**config.mk**
```make
export PLATFORM = sky130hd
export DESIGN_NAME = dbi_codec_top
export DESIGN_NICKNAME = d
export VERILOG_FILES = /design/src/rtl/dbi_pkg.sv /design/src/rtl/dbi_lane_decide.sv /design/src/rtl/dbi_encoder.sv /design/src/rtl/dbi_decoder.sv /design/src/rtl/dbi_codec_top.sv
export SDC_FILE = /design/constraint.sdc
export NUM_CORES = 1
export LEC_CHECK = 0
export CAP_MARGIN = 10
export CORE_ASPECT_RATIO = 1.4
export CORE_MARGIN = 10
export CORE_UTILIZATION = 47
export DETAILED_ROUTE_END_ITERATION = 8
export PLACE_DENSITY = 0.82
export SLEW_MARGIN = 20
export SYNTH_ARGS = -nofsm -noshare
export SYNTH_HDL_FRONTEND = slang
export SYNTH_SLANG_ARGS = --single-unit
```
**constraint.sdc**
```tcl
create_clock -name clk -period 5.6 [get_ports clk]
set_input_delay 0.84 -clock clk [delete_from_list [all_inputs] [get_ports clk]]
set_output_delay 0.84 -clock clk [all_outputs]
set_load 0.02 [all_outputs]
```
**src/rtl/dbi_pkg.sv**
```systemverilog
package dbi_pkg;
    typedef enum logic {
        ENC_IDLE = 1'b0,
        ENC_SEND = 1'b1
    } enc_state_t;

    typedef enum logic {
        DEC_IDLE = 1'b0,
        DEC_OUT  = 1'b1
    } dec_state_t;
endpackage

```
**src/rtl/dbi_lane_decide.sv**
```systemverilog
module dbi_lane_decide #(
    parameter int LANE_W = 16
) (
    input  logic [LANE_W-1:0] word_lane,
    input  logic [LANE_W-1:0] prev_lvl,
    output logic [LANE_W-1:0] next_lvl,
    output logic              next_flag_n
);
    localparam int HALF_W = LANE_W / 2;
    localparam int CNT_W  = $clog2(LANE_W + 1);

    logic [LANE_W-1:0] plain_lvl;
    logic [CNT_W-1:0]  toggles;

    always_comb begin
        plain_lvl = ~word_lane;
        toggles   = CNT_W'($countones(plain_lvl ^ prev_lvl));
        if (toggles > CNT_W'(HALF_W)) begin
            next_lvl    = word_lane;
            next_flag_n = 1'b0;
        end else begin
            next_lvl    = plain_lvl;
            next_flag_n = 1'b1;
        end
    end
endmodule

```
**src/rtl/dbi_encoder.sv**
```systemverilog
module dbi_encoder
    import dbi_pkg::*;
#(
    parameter int DATA_W = 64,
    parameter int LANE_W = 16
) (
    input  logic              clk,
    input  logic              rst_n,
    input  logic              in_valid,
    input  logic [DATA_W-1:0] in_data,
    output logic [DATA_W-1:0] out_lvl_n,
    output logic [DATA_W/LANE_W-1:0] out_flag_n,
    output logic              out_valid
);
    localparam int NLANE = DATA_W / LANE_W;
    localparam int HALF_W = LANE_W / 2;

    enc_state_t state_q, state_d;
    logic [DATA_W-1:0] lvl_d;
    logic [NLANE-1:0]  flag_d;

    for (genvar g = 0; g < NLANE; g++) begin : g_lane
        dbi_lane_decide #(.LANE_W(LANE_W)) decide_i (
            .word_lane   (in_data[g*LANE_W +: LANE_W]),
            .prev_lvl    (out_lvl_n[g*LANE_W +: LANE_W]),
            .next_lvl    (lvl_d[g*LANE_W +: LANE_W]),
            .next_flag_n (flag_d[g])
        );

        // no driven transfer toggles more than half a lane
        p_lane_limit_r2: assert property (@(posedge clk) disable iff (!rst_n)
            in_valid |=> ($countones(out_lvl_n[g*LANE_W +: LANE_W]
                          ^ $past(out_lvl_n[g*LANE_W +: LANE_W])) <= HALF_W));

        // flag low exactly when the wires carry the logical bits
        p_flag_match_r3: assert property (@(posedge clk) disable iff (!rst_n)
            in_valid |=> ((!out_flag_n[g]) ==
                          (out_lvl_n[g*LANE_W +: LANE_W] == $past(in_data[g*LANE_W +: LANE_W]))));
    end

    always_comb begin
        unique case (in_valid)
            1'b1:    state_d = ENC_SEND;
            default: state_d = ENC_IDLE;
        endcase
    end

    always_ff @(posedge clk or negedge rst_n) begin
        if (!rst_n) state_q <= ENC_IDLE;
        else        state_q <= state_d;
    end

    always_ff @(posedge clk or negedge rst_n) begin
        if (!rst_n) begin
            out_lvl_n  <= '1;
            out_flag_n <= '1;
        end else if (state_d == ENC_SEND) begin
            out_lvl_n  <= lvl_d;
            out_flag_n <= flag_d;
        end
    end

    assign out_valid = (state_q == ENC_SEND);

    // idle cycles leave the wires and flags unchanged
    p_idle_hold_r6: assert property (@(posedge clk) disable iff (!rst_n)
        !in_valid |=> ($stable(out_lvl_n) && $stable(out_flag_n)));

    // valid follows the strobe by one cycle
    p_enc_valid_r9: assert property (@(posedge clk) disable iff (!rst_n)
        in_valid |=> out_valid);
endmodule

```
**src/rtl/dbi_decoder.sv**
```systemverilog
module dbi_decoder
    import dbi_pkg::*;
#(
    parameter int DATA_W = 64,
    parameter int LANE_W = 16
) (
    input  logic              clk,
    input  logic              rst_n,
    input  logic              in_valid,
    input  logic [DATA_W-1:0] in_lvl_n,
    input  logic [DATA_W/LANE_W-1:0] in_flag_n,
    output logic [DATA_W-1:0] out_data,
    output logic              out_valid
);
    localparam int NLANE = DATA_W / LANE_W;

    dec_state_t state_q, state_d;
    logic [DATA_W-1:0] word_d;

    for (genvar g = 0; g < NLANE; g++) begin : g_lane
        always_comb begin
            if (!in_flag_n[g]) word_d[g*LANE_W +: LANE_W] = in_lvl_n[g*LANE_W +: LANE_W];
            else               word_d[g*LANE_W +: LANE_W] = ~in_lvl_n[g*LANE_W +: LANE_W];
        end

        // a lane flagged as flipped is passed through as it is on the wires
        p_flip_pass_r8: assert property (@(posedge clk) disable iff (!rst_n)
            (in_valid && !in_flag_n[g]) |=>
                (out_data[g*LANE_W +: LANE_W] == $past(in_lvl_n[g*LANE_W +: LANE_W])));
    end

    always_comb begin
        unique case (in_valid)
            1'b1:    state_d = DEC_OUT;
            default: state_d = DEC_IDLE;
        endcase
    end

    always_ff @(posedge clk or negedge rst_n) begin
        if (!rst_n) state_q <= DEC_IDLE;
        else        state_q <= state_d;
    end

    always_ff @(posedge clk or negedge rst_n) begin
        if (!rst_n)                  out_data <= '0;
        else if (state_d == DEC_OUT) out_data <= word_d;
    end

    assign out_valid = (state_q == DEC_OUT);

    // decoded word holds after an invalid input
    p_dec_hold_r9: assert property (@(posedge clk) disable iff (!rst_n)
        !in_valid |=> $stable(out_data));
endmodule

```
**src/rtl/dbi_codec_top.sv**
```systemverilog
module dbi_codec_top #(
    parameter int DATA_W = 64,
    parameter int LANE_W = 16
) (
    input  logic              clk,
    input  logic              rst_n,
    input  logic              tx_valid,
    input  logic [DATA_W-1:0] tx_data,
    output logic [DATA_W-1:0] bus_dq_n,
    output logic [DATA_W/LANE_W-1:0] bus_inv_n,
    output logic              bus_vld,
    input  logic [DATA_W-1:0] rx_dq_n,
    input  logic [DATA_W/LANE_W-1:0] rx_inv_n,
    input  logic              rx_vld,
    output logic [DATA_W-1:0] rx_data,
    output logic              rx_valid
);
    dbi_encoder #(.DATA_W(DATA_W), .LANE_W(LANE_W)) enc_i (
        .clk        (clk),
        .rst_n      (rst_n),
        .in_valid   (tx_valid),
        .in_data    (tx_data),
        .out_lvl_n  (bus_dq_n),
        .out_flag_n (bus_inv_n),
        .out_valid  (bus_vld)
    );

    dbi_decoder #(.DATA_W(DATA_W), .LANE_W(LANE_W)) dec_i (
        .clk       (clk),
        .rst_n     (rst_n),
        .in_valid  (rx_vld),
        .in_lvl_n  (rx_dq_n),
        .in_flag_n (rx_inv_n),
        .out_data  (rx_data),
        .out_valid (rx_valid)
    );

    // nothing is flagged or valid right after reset
    p_reset_quiet_r7: assert property (@(posedge clk)
        $rose(rst_n) |-> (bus_inv_n == '1 && !bus_vld && !rx_valid));
endmodule

```
# Word level (Yosys, flattened, before mapping)
# Index checks and enable logic that the tools add are counted.
[classes]
addsub = 60
n_lt_le_gt_ge = 4
muxes = 14
n_bitwise = 12
[ops]
columns = ["op", "n"]
rows = [
  ["16-bit two-way mux", 8],
  ["16-bit inverter", 8],
  ["1-bit by 1-bit adder with 2-bit output", 32],
  ["16-bit bitwise XOR", 4],
  ["2-bit by 2-bit adder with 3-bit output", 16],
  ["3-bit by 3-bit adder with 4-bit output", 8],
  ["4-bit by 4-bit adder with 5-bit output", 4],
  ["5-bit by 4-bit greater-than comparator with 1-bit output (second input constant)", 4],
  ["1-bit two-way mux", 6],
]
[word_totals]
register_bits = 134
input_bits = 136
out_inout_bits = 134
elab_cells = 95

# Logic depth before layout (Yosys ltp)
# Gate-level depths: netlist of run 1.
[logic_depth]
word_depth = 8
mapped_depth = 18

# Modules after synthesis
# A second synthesis of run 1 with hierarchy kept.
[unflattened]
cells_unflattened = 746
hier_area_um2 = 8780.9
[by_module_without_submodules]
columns = ["module", "n_inst", "cells_each", "area_per_inst_um2"]
rows = [
  ["dbi_decoder", 1, 279, 2942.8],
  ["dbi_encoder", 1, 145, 2725.1],
  ["dbi_lane_decide at enc_i.g_lane[2].decide_i ...", 2, 80, 779.5],
  ["dbi_lane_decide at enc_i.g_lane[0].decide_i ...", 2, 81, 777.0],
]

# Worst setup path before layout of run 1
# Ideal clock, no wire load.
[synth_timing]
path_type = "input-to-reg"
start = "input port tx_data[48]"
end = "register enc_i.out_lvl_n[60]"
arrival_time_ns = 5.237
required_ns = 5.518
slack_ns = 0.281
path_stages = 18
path_cell_list = "xor2_1 > fa_1 > inv_1 > fa_1 > fa_1 > inv_1 > fa_1 > inv_1 > ha_1 > inv_1 > fa_1 > or3b_2 > o32ai_1 > a221oi_1 > buf_6 > buf_6 > xnor2_1 > mux2_2"
[synth_via]
elab_chain_cells = 8
[synth_lines]
columns = ["item", "line_no", "source"]
rows = [
  ["start: declaration", "dbi_codec_top.sv:8", "input logic [DATA_W-1:0] tx_data,"],
  ["16-bit inverter", "dbi_lane_decide.sv:16", "plain_lvl = ~word_lane;"],
  ["16-bit bitwise XOR", "dbi_lane_decide.sv:17", "toggles = CNT_W'($countones(plain_lvl ^ prev_lvl));"],
  ["1-bit by 1-bit adder with 2-bit output (implied by the code)", "dbi_lane_decide.sv:17", ""],
  ["2-bit by 2-bit adder with 3-bit output (implied by the code)", "dbi_lane_decide.sv:17", ""],
  ["3-bit by 3-bit adder with 4-bit output (implied by the code)", "dbi_lane_decide.sv:17", ""],
  ["4-bit by 4-bit adder with 5-bit output (implied by the code)", "dbi_lane_decide.sv:17", ""],
  ["5-bit by 4-bit greater-than comparator with 1-bit output", "dbi_lane_decide.sv:18", "if (toggles > CNT_W'(HALF_W)) begin"],
  ["16-bit two-way mux", "dbi_lane_decide.sv:18", ""],
  ["end signal: assignment", "dbi_encoder.sv:58", "out_lvl_n <= lvl_d;"],
  ["end: declaration", "dbi_encoder.sv:11", "output logic [DATA_W-1:0] out_lvl_n,"],
]
# Every way passes these cells.
# A chain may end at the register's enable or synchronous reset.

# Final worst setup path of run 1
[layout_timing]
start = "input port tx_data[35]"
end = "register enc_i.out_lvl_n[41]"
# Same word-level chain as after synthesis.

==> results of run 1 <==
cell usage after synthesis:
master,instances
a221oi_4,1
xor2_1,20
buf_2,6
o2bb2ai_1,1
o32ai_1,1
nor3_1,17
or4bb_1,1
nand2b_1,1
o31ai_2,1
nor2_1,74
buf_1,1
xnor2_1,156
or3b_1,1
ha_1,20
o31ai_1,15
nor4b_1,3
fa_1,40
nand4bb_1,2
buf_12,1
or3b_2,1
clkbuf_1,29
nand4b_1,3
a221oi_1,3
dfrtp_1,66
nand3b_1,3
o21a_1,16
mux2_2,49
buf_4,1
a211oi_1,1
and4b_1,1
buf_6,5
a211oi_2,1
nand2_1,16
inv_1,47
a21oi_1,71
a211o_1,1
o221ai_1,1
dfstp_2,68
worst min-delay path by stage:
stage                              startpoint                  end  slack (ps)  depth (start not counted)
after floorplan           enc_i.out_lvl_n[32]  enc_i.out_lvl_n[32]         510                          2
after global placement    enc_i.out_lvl_n[36]  enc_i.out_lvl_n[36]         470                          2
after detailed placement  enc_i.out_lvl_n[43]  enc_i.out_lvl_n[43]         480                          2
after CTS                 enc_i.out_lvl_n[43]  enc_i.out_lvl_n[43]         490                          2
after global routing      enc_i.out_lvl_n[46]  enc_i.out_lvl_n[46]         500                          2
final                     enc_i.out_lvl_n[38]  enc_i.out_lvl_n[38]         480                          2
sequential cells by signal, summed over array words and instances (netlist names):
name	flops
dec_i.out_data	64
enc_i.out_flag_n	4
dec_i.out_valid	1
enc_i.out_lvl_n	64
enc_i.out_valid	1
layer usage:
layer	part of all wire [%]	global-route usage, %	vias up	wire length (µm)
met3	12	10.34	22	2725
met2	50	33.49	233	11520
met1	37	21.29	3067	8593
met5	0	0	-	0
met4	1.7	5.994	0	389
li1	-	-	3020	-
metrics by stage:
step | hold slack [ps] | util, % | TNS [ps]
floorplan | 513.8 | - | 0
global placement | 470.4 | 65.61 | -10470
detailed placement | 476.4 | 65.61 | -15930
CTS | 485.9 | 68.94 | 0
global route | 501.4 | 69.42 | -2.209
finish | 483.0 | 69.42 | 0
tightest hold or removal path: stages (launching register included):
cell     delay [ps]
dfstp_2         380
nand2_1          50
o31ai_1          50
cell families after synthesis:
group / after synthesis
xor gates and xnor gates: 176
adders and majority gates: 60
DFF: 134
and+or+nand+nor: 123
buffers and inverters: 90
muxes: 49
AOI/OAI and AO/OA: 113
layout make-up:
cell class	instances	area (µm²)
Fill cell	1306	5299
Multi-Input combinational cell	521	4472
Sequential cell	134	3438
Timing Repair Buffer	313	3073
Clock buffer	18	439.2
Tap cell	236	295.3
Inverter	47	176.4
Clock inverter	14	137.6
cells in the final DEF, fill, tap and decap left out, types with 17 or more instances in the layout:
| cell type | instances |
|---|---|
| clkbuf_16 | 17 |
| a21oi_1 | 71 |
| dfstp_2 | 68 |
| buf_4 | 35 |
| dfrtp_1 | 66 |
| nor2_1 | 74 |
| xor2_1 | 18 |
| inv_1 | 47 |
| nor3_1 | 17 |
| xnor2_1 | 155 |
| ha_1 | 20 |
| mux2_2 | 49 |
| clkdlybuf4s50_1 | 265 |
| fa_1 | 40 |
repair_timing:
| item | in CTS | in global routing |
|---|---|---|
| setup buffers | 0 | 1 |
| setup endpoints to repair | 0 | 32 |
| resized for setup | 0 | 10 |
==> results.md, run 1 <==
- Status: completed
- Critical Path, Cell by Cell: clkdlybuf4s50_1 > xor2_2 > fa_1 > inv_1 > fa_1 > fa_1 > inv_1 > fa_1 > inv_1 > ha_1 > inv_1 > fa_1 > nand2b_1 > or3b_4 > a221oi_4 > buf_12 > buf_6 > nor3_1 > o31ai_1
- Final Cycle Share: between 90 and 100%
- PortBufs: 269
- Overflow after GRT: 0
- CP required: a little under 6000 ps
- DRC: 0
- Proportion of layout cells with a drive suffix above 1: 19.77%
- Wire length per cell: 18.11 µm
- ANT cells: 0
- Initial antenna violation count: 0
- Slowest cell on the critical path: fa_1
- Xor/xnor share of the synthesized area: about a fifth
- Worst Tran Pin Value: 965.9 ps
- Synth Register Bits: 134
- Clock Path Buffers: 2
- Ranking of synthesized cells by area: dfstp_2 (22%), dfrtp_1 (20%), xnor2_1 (17%)
- GP Congestion: between 0.8 and 0.9
- DIE WIDTH: approximately 130 µm
- CTS Hold Bufs: 0
- Vias per inst: between 4 and 5
- Max_cap viols: 0
- ANT nets after route: 0
- Finished Layout Cells: ~1300
- Post-synthesis cell area: ~8300 µm²
- Via count: roughly 6300
- CP Depth: 19
- Largest net degree at the start of global routing: just over 90
- Placed cells: about 1200
- Largest family of logic cells by synthesized area: XOR/XNOR gates
- Final min period: around 5500 ps
- Bufs and invs on worst path: 7
- R2R setup slack: roughly 520 ps
- Crit path capture: enc_i.out_lvl_n[41]
- Gate Count Post-Synth: between 700 and 800
- Detailed-placement wirelength estimate: roughly 18000 µm
- Starting Density: around 48%
- Area after DPL: roughly 11000 µm²
- Final wirelength: ~23000 µm
- CP Class: in -> reg
- Dpl ws: -363.3 ps
- Crit path launch: tx_data[35]
- Rows: 57
- Synth Warn #: 0
- Fmax: about 180 MHz
- Synthesized-area fraction occupied by adder cells: roughly 13%
- Capturing point of the worst reg2reg path: enc_i.out_lvl_n[41]
- Clk pin slew, worst setup/hold paths: around 60 ps
- Core area: ~17000 µm²
- Total Routing Usage GR: around a fifth
- H-Tree Depth: 4
- Unique masters post-synth: 38
- Max-slew headroom: a little over a third
- Area fraction of the dominant cell type after synthesis: a little over a fifth
- First-pass GRT wire length: around 37000 µm
- Critical Path End Type: flop
- Design Area, Final: about 12000 µm²
- Slew Limit Fails: 0
- Simple-gate share of the synthesized area: 6.847%
- Worst R2R Start: enc_i.out_lvl_n[35]
- Seq/Total Area, Yosys: between 40% and 50%
- Hold Path Class: reg -> reg
- Largest area contributor in the netlist: dfstp_2
- Vias in the first global route: between 6000 and 7000
- Fin worst setup slack: between 100 and 150 ps
- Setup Skew: around 9.6 ps
- Clock latency on the worst-skew pair: 410 ps
- CTS tree: yes
- Total CTS buffers: 17
- Compound-Gate Fraction of Synth Area: ~8.6%
- Num ports: 270
- Avg Cell Area, Syn: 11.09 µm²
- Final hold vios: 0
- Top delay family on crit path: adder cells
- Die H: ~180 µm
- Critical Path Fanout Max: 6
- Crit-path most repeated cell: fa_1
- R2R cell count: 18
- Initial drt markers: 190
- Fin nets: 1230
- Clock root buffer: clkbuf_16
- Clock sinks: between 100 and 150
- Die area: approximately 23000 µm²
- Startpoint types: input port
- Area growth from synthesis to layout: 45.67%
- Initial DRT Pass Iterations: 4
- Worst EP arrival: about 5800 ps
- Post-synthesis net count: 941
- Final Setup Violations: 0
- Worst path max stage delay: approximately 540 ps
- Mux contribution to synthesized area: under 10%
Power of run 1 is left out: the tool's default activity adds up to more than one toggle a clock period on the data nets, which glitch-free logic cannot reach.
==> inputs of run 2 (changes only) <==
--- a/config.mk
+++ b/config.mk
@@ -10,7 +10,7 @@
 export CORE_MARGIN = 10
 export CORE_UTILIZATION = 47
 export DETAILED_ROUTE_END_ITERATION = 8
-export PLACE_DENSITY = 0.82
+export PLACE_DENSITY = 0.81
 export SLEW_MARGIN = 20
 export SYNTH_ARGS = -nofsm -noshare
 export SYNTH_HDL_FRONTEND = slang
==> run 2 against run 1 <==
  * Core utilization up 0.84 points
  * Sequential share of layout area down 0.34 points
  * Register-to-register slack worse by 30 ps
  * Count of clock-buffer cells in the layout up 1
  * Die area unchanged
  * Via count down 0.69%
  * Critical path depth down 2
  * Flip-flop and latch count unchanged
  * Global-route usage down 0.34 points
  * Final area up 1.2%
  * Worst setup slack better by 47 ps
  * Clock skew up 2.7 ps
==> results.md, run 2 (same netlist as run 1, synthesis figures left out) <==
- Status: completed
- Worst R2R Start: enc_i.out_lvl_n[35]
- Clock latency on the worst-skew pair: 420 ps (about the same)
- Slowest cell on the critical path: fa_1
- Most common cell after layout, fill and taps aside: clkdlybuf4s50_1
- Critical Path, Cell by Cell: clkdlybuf4s50_1 > xnor2_1 > fa_1 > fa_1 > fa_1 > inv_1 > fa_1 > inv_1 > ha_1 > inv_1 > fa_1 > or3b_2 > o32ai_2 > a221oi_2 > buf_6 > xnor2_1 > mux2_2
- Worst EP arrival: 5760 ps (-30 ps)
- Initial antenna violation count: 0 (unchanged)
- H-Tree Depth: 4 (unchanged)
- Final wirelength: 23060 µm (-0.75%)
- DRC: 0 (unchanged)
- Starting Density: 47.66% (unchanged)
- Vias in the first global route: 6818 (-2.1%)
- Clock sinks: 134 (unchanged)
- Fin nets: 1237 (+0.57%)
- Final hold vios: 0 (unchanged)
- Die area: 23350 µm² (unchanged)
- Max-slew headroom: 34.18% (-1.2 points)
- DIE WIDTH: 132.0 µm (unchanged)
- # fillers: 1254 (-4.0%)
- Hold Path Class: in -> async
- Final Setup Violations: 0 (unchanged)
- Critical Path Fanout Max: 8 (+2)
- R2R setup slack: 490 ps (-30 ps)
- Crit path capture: enc_i.out_lvl_n[61]
- Worst path max stage delay: 550 ps (about the same)
- Design Area, Final: 12180 µm² (+1.2%)
- Biggest registers after layout: dec_i.out_data (64), enc_i.out_lvl_n (64), enc_i.out_flag_n (4)
- Sequential cell area: 3438 µm² (unchanged)
- GP Congestion: 0.7916 (-2.5%)
- Critical Path End Type: flop
- PortBufs: 269 (unchanged)
- Multi-input gate area: 4514 µm² (+0.95%)
- Clk pin slew, worst setup/hold paths: 60 ps (about the same)
- Total CTS buffers: 17 (unchanged)
- Fin worst setup slack: 175.8 ps (+46.55 ps)
- Slew Limit Fails: 0 (unchanged)
- Crit-path most repeated cell: fa_1
- CP Class: in -> reg
- ANT cells: 0 (unchanged)
- Setup Skew: 12.25 ps (+2.680 ps)
- CTS tree: yes
- Area after DPL: 11390 µm² (+0.18%)
- Initial DRT Pass Iterations: 4 (unchanged)
- CP required: 5940 ps (+20 ps)
- Clock root buffer: clkbuf_16
- First-pass GRT wire length: 36520 µm (-1.0%)
- Rows: 57 (unchanged)
- Worst Tran Pin Value: 986.2 ps (+20.22 ps)
- Vias per inst: 4.882 (-1.2%)
- Crit path launch: tx_data[57]
- Total Routing Usage GR: 19.54% (-0.34 points)
- Area growth from synthesis to layout: 47.43%
- Setup TNS: 0 ps (unchanged)
- Core area: 17330 µm² (unchanged)
- R2R cell count: 17 (-1)
- Clock Path Buffers: 2 (unchanged)
- Minimum hold slack: 456.6 ps (-26.41 ps)
- Initial drt markers: 256 (+35%)
- Overflow after GRT: 0 (unchanged)
- Wire length per cell: 17.87 µm (-1.3%)
- Max_cap viols: 0 (unchanged)
- Largest net degree at the start of global routing: 130 (+41%)
- Final Cycle Share: 96.86% (-0.83 points)
- Fmax: 184.4 MHz (+0.86%)
- Die H: 176.9 µm (unchanged)
- Via count: 6298 (-0.69%)
- Dpl ws: -632.4 ps (-269.1 ps)
- Num ports: 270 (unchanged)
- Proportion of layout cells with a drive suffix above 1: 20.78% (+1.0 points)
- ANT nets after route: 0 (unchanged)
- Capturing point of the worst reg2reg path: enc_i.out_lvl_n[33]
- Final min period: 5424 ps (-46.55 ps)
- Commonest non-fill, non-tap cells in the layout: clkdlybuf4s50_1 (256), xnor2_1 (152), nor2_1 (74), a21oi_1 (71), dfstp_2 (68)
- Startpoint types: input port
- Detailed-placement wirelength estimate: 17550 µm (-3.5%)
run 2: worst min path at each step:
stage | from | to | cells past startpoint
after detailed placement | enc_i.out_lvl_n[43] | enc_i.out_lvl_n[43] | 2
after global placement | enc_i.out_lvl_n[40] | enc_i.out_lvl_n[40] | 2
after floorplan | enc_i.out_lvl_n[32] | enc_i.out_lvl_n[32] | 2
after CTS | enc_i.out_lvl_n[43] | enc_i.out_lvl_n[43] | 2
final | rst_n | dec_i.out_data[37] | 1
after global routing | rst_n | dec_i.out_data[28] | 1
run 2: what timing repair did:
item	4_1_cts	5_1_grt
setup endpoints to repair	16	32
setup buffers	3	0
gates resized for setup	0	28
hold buffers	0	0
cloned	0	2
pin swaps	1	14
run 2: layout make-up:
| type | instances | area share [%] |
|---|---|---|
| inverter | 47 | 1.449 |
| clock inverter | 13 | 1.397 |
| multi-input combinational | 521 | 37.07 |
| sequential | 134 | 28.24 |
| tap | 236 | 2.425 |
| timing repair buffer | 320 | 25.78 |
| clock buffer | 19 | 3.637 |
run 2: metrics by stage:
step | utilization, % | instances
finish | 70.26 | 1290
CTS | 69.47 | 1288
detailed placement | 65.73 | 1253
global placement | 65.73 | 1253
global route | 70.26 | 1290
floorplan | - | 745
run 2: critical path, delay by kind of cell:
kind | cells | cell delay (ps)
buffers and inverters | 5 | 790
adders and majority gates | 6 | 2750
AOI/OAI and AO/OA | 2 | 370
muxes | 1 | 260
and+or+nand+nor | 1 | 480
xor gates and xnor gates | 2 | 290
run 2: metal layers:
layer / wire length, µm / track usage (%)
met2: 11280 / 32.86
met3: 2928 / 11.11
met4: 239 / 4.693
met1: 8605 / 20.85
met5: 0 / 0
Power of run 2 is left out for the same reason.
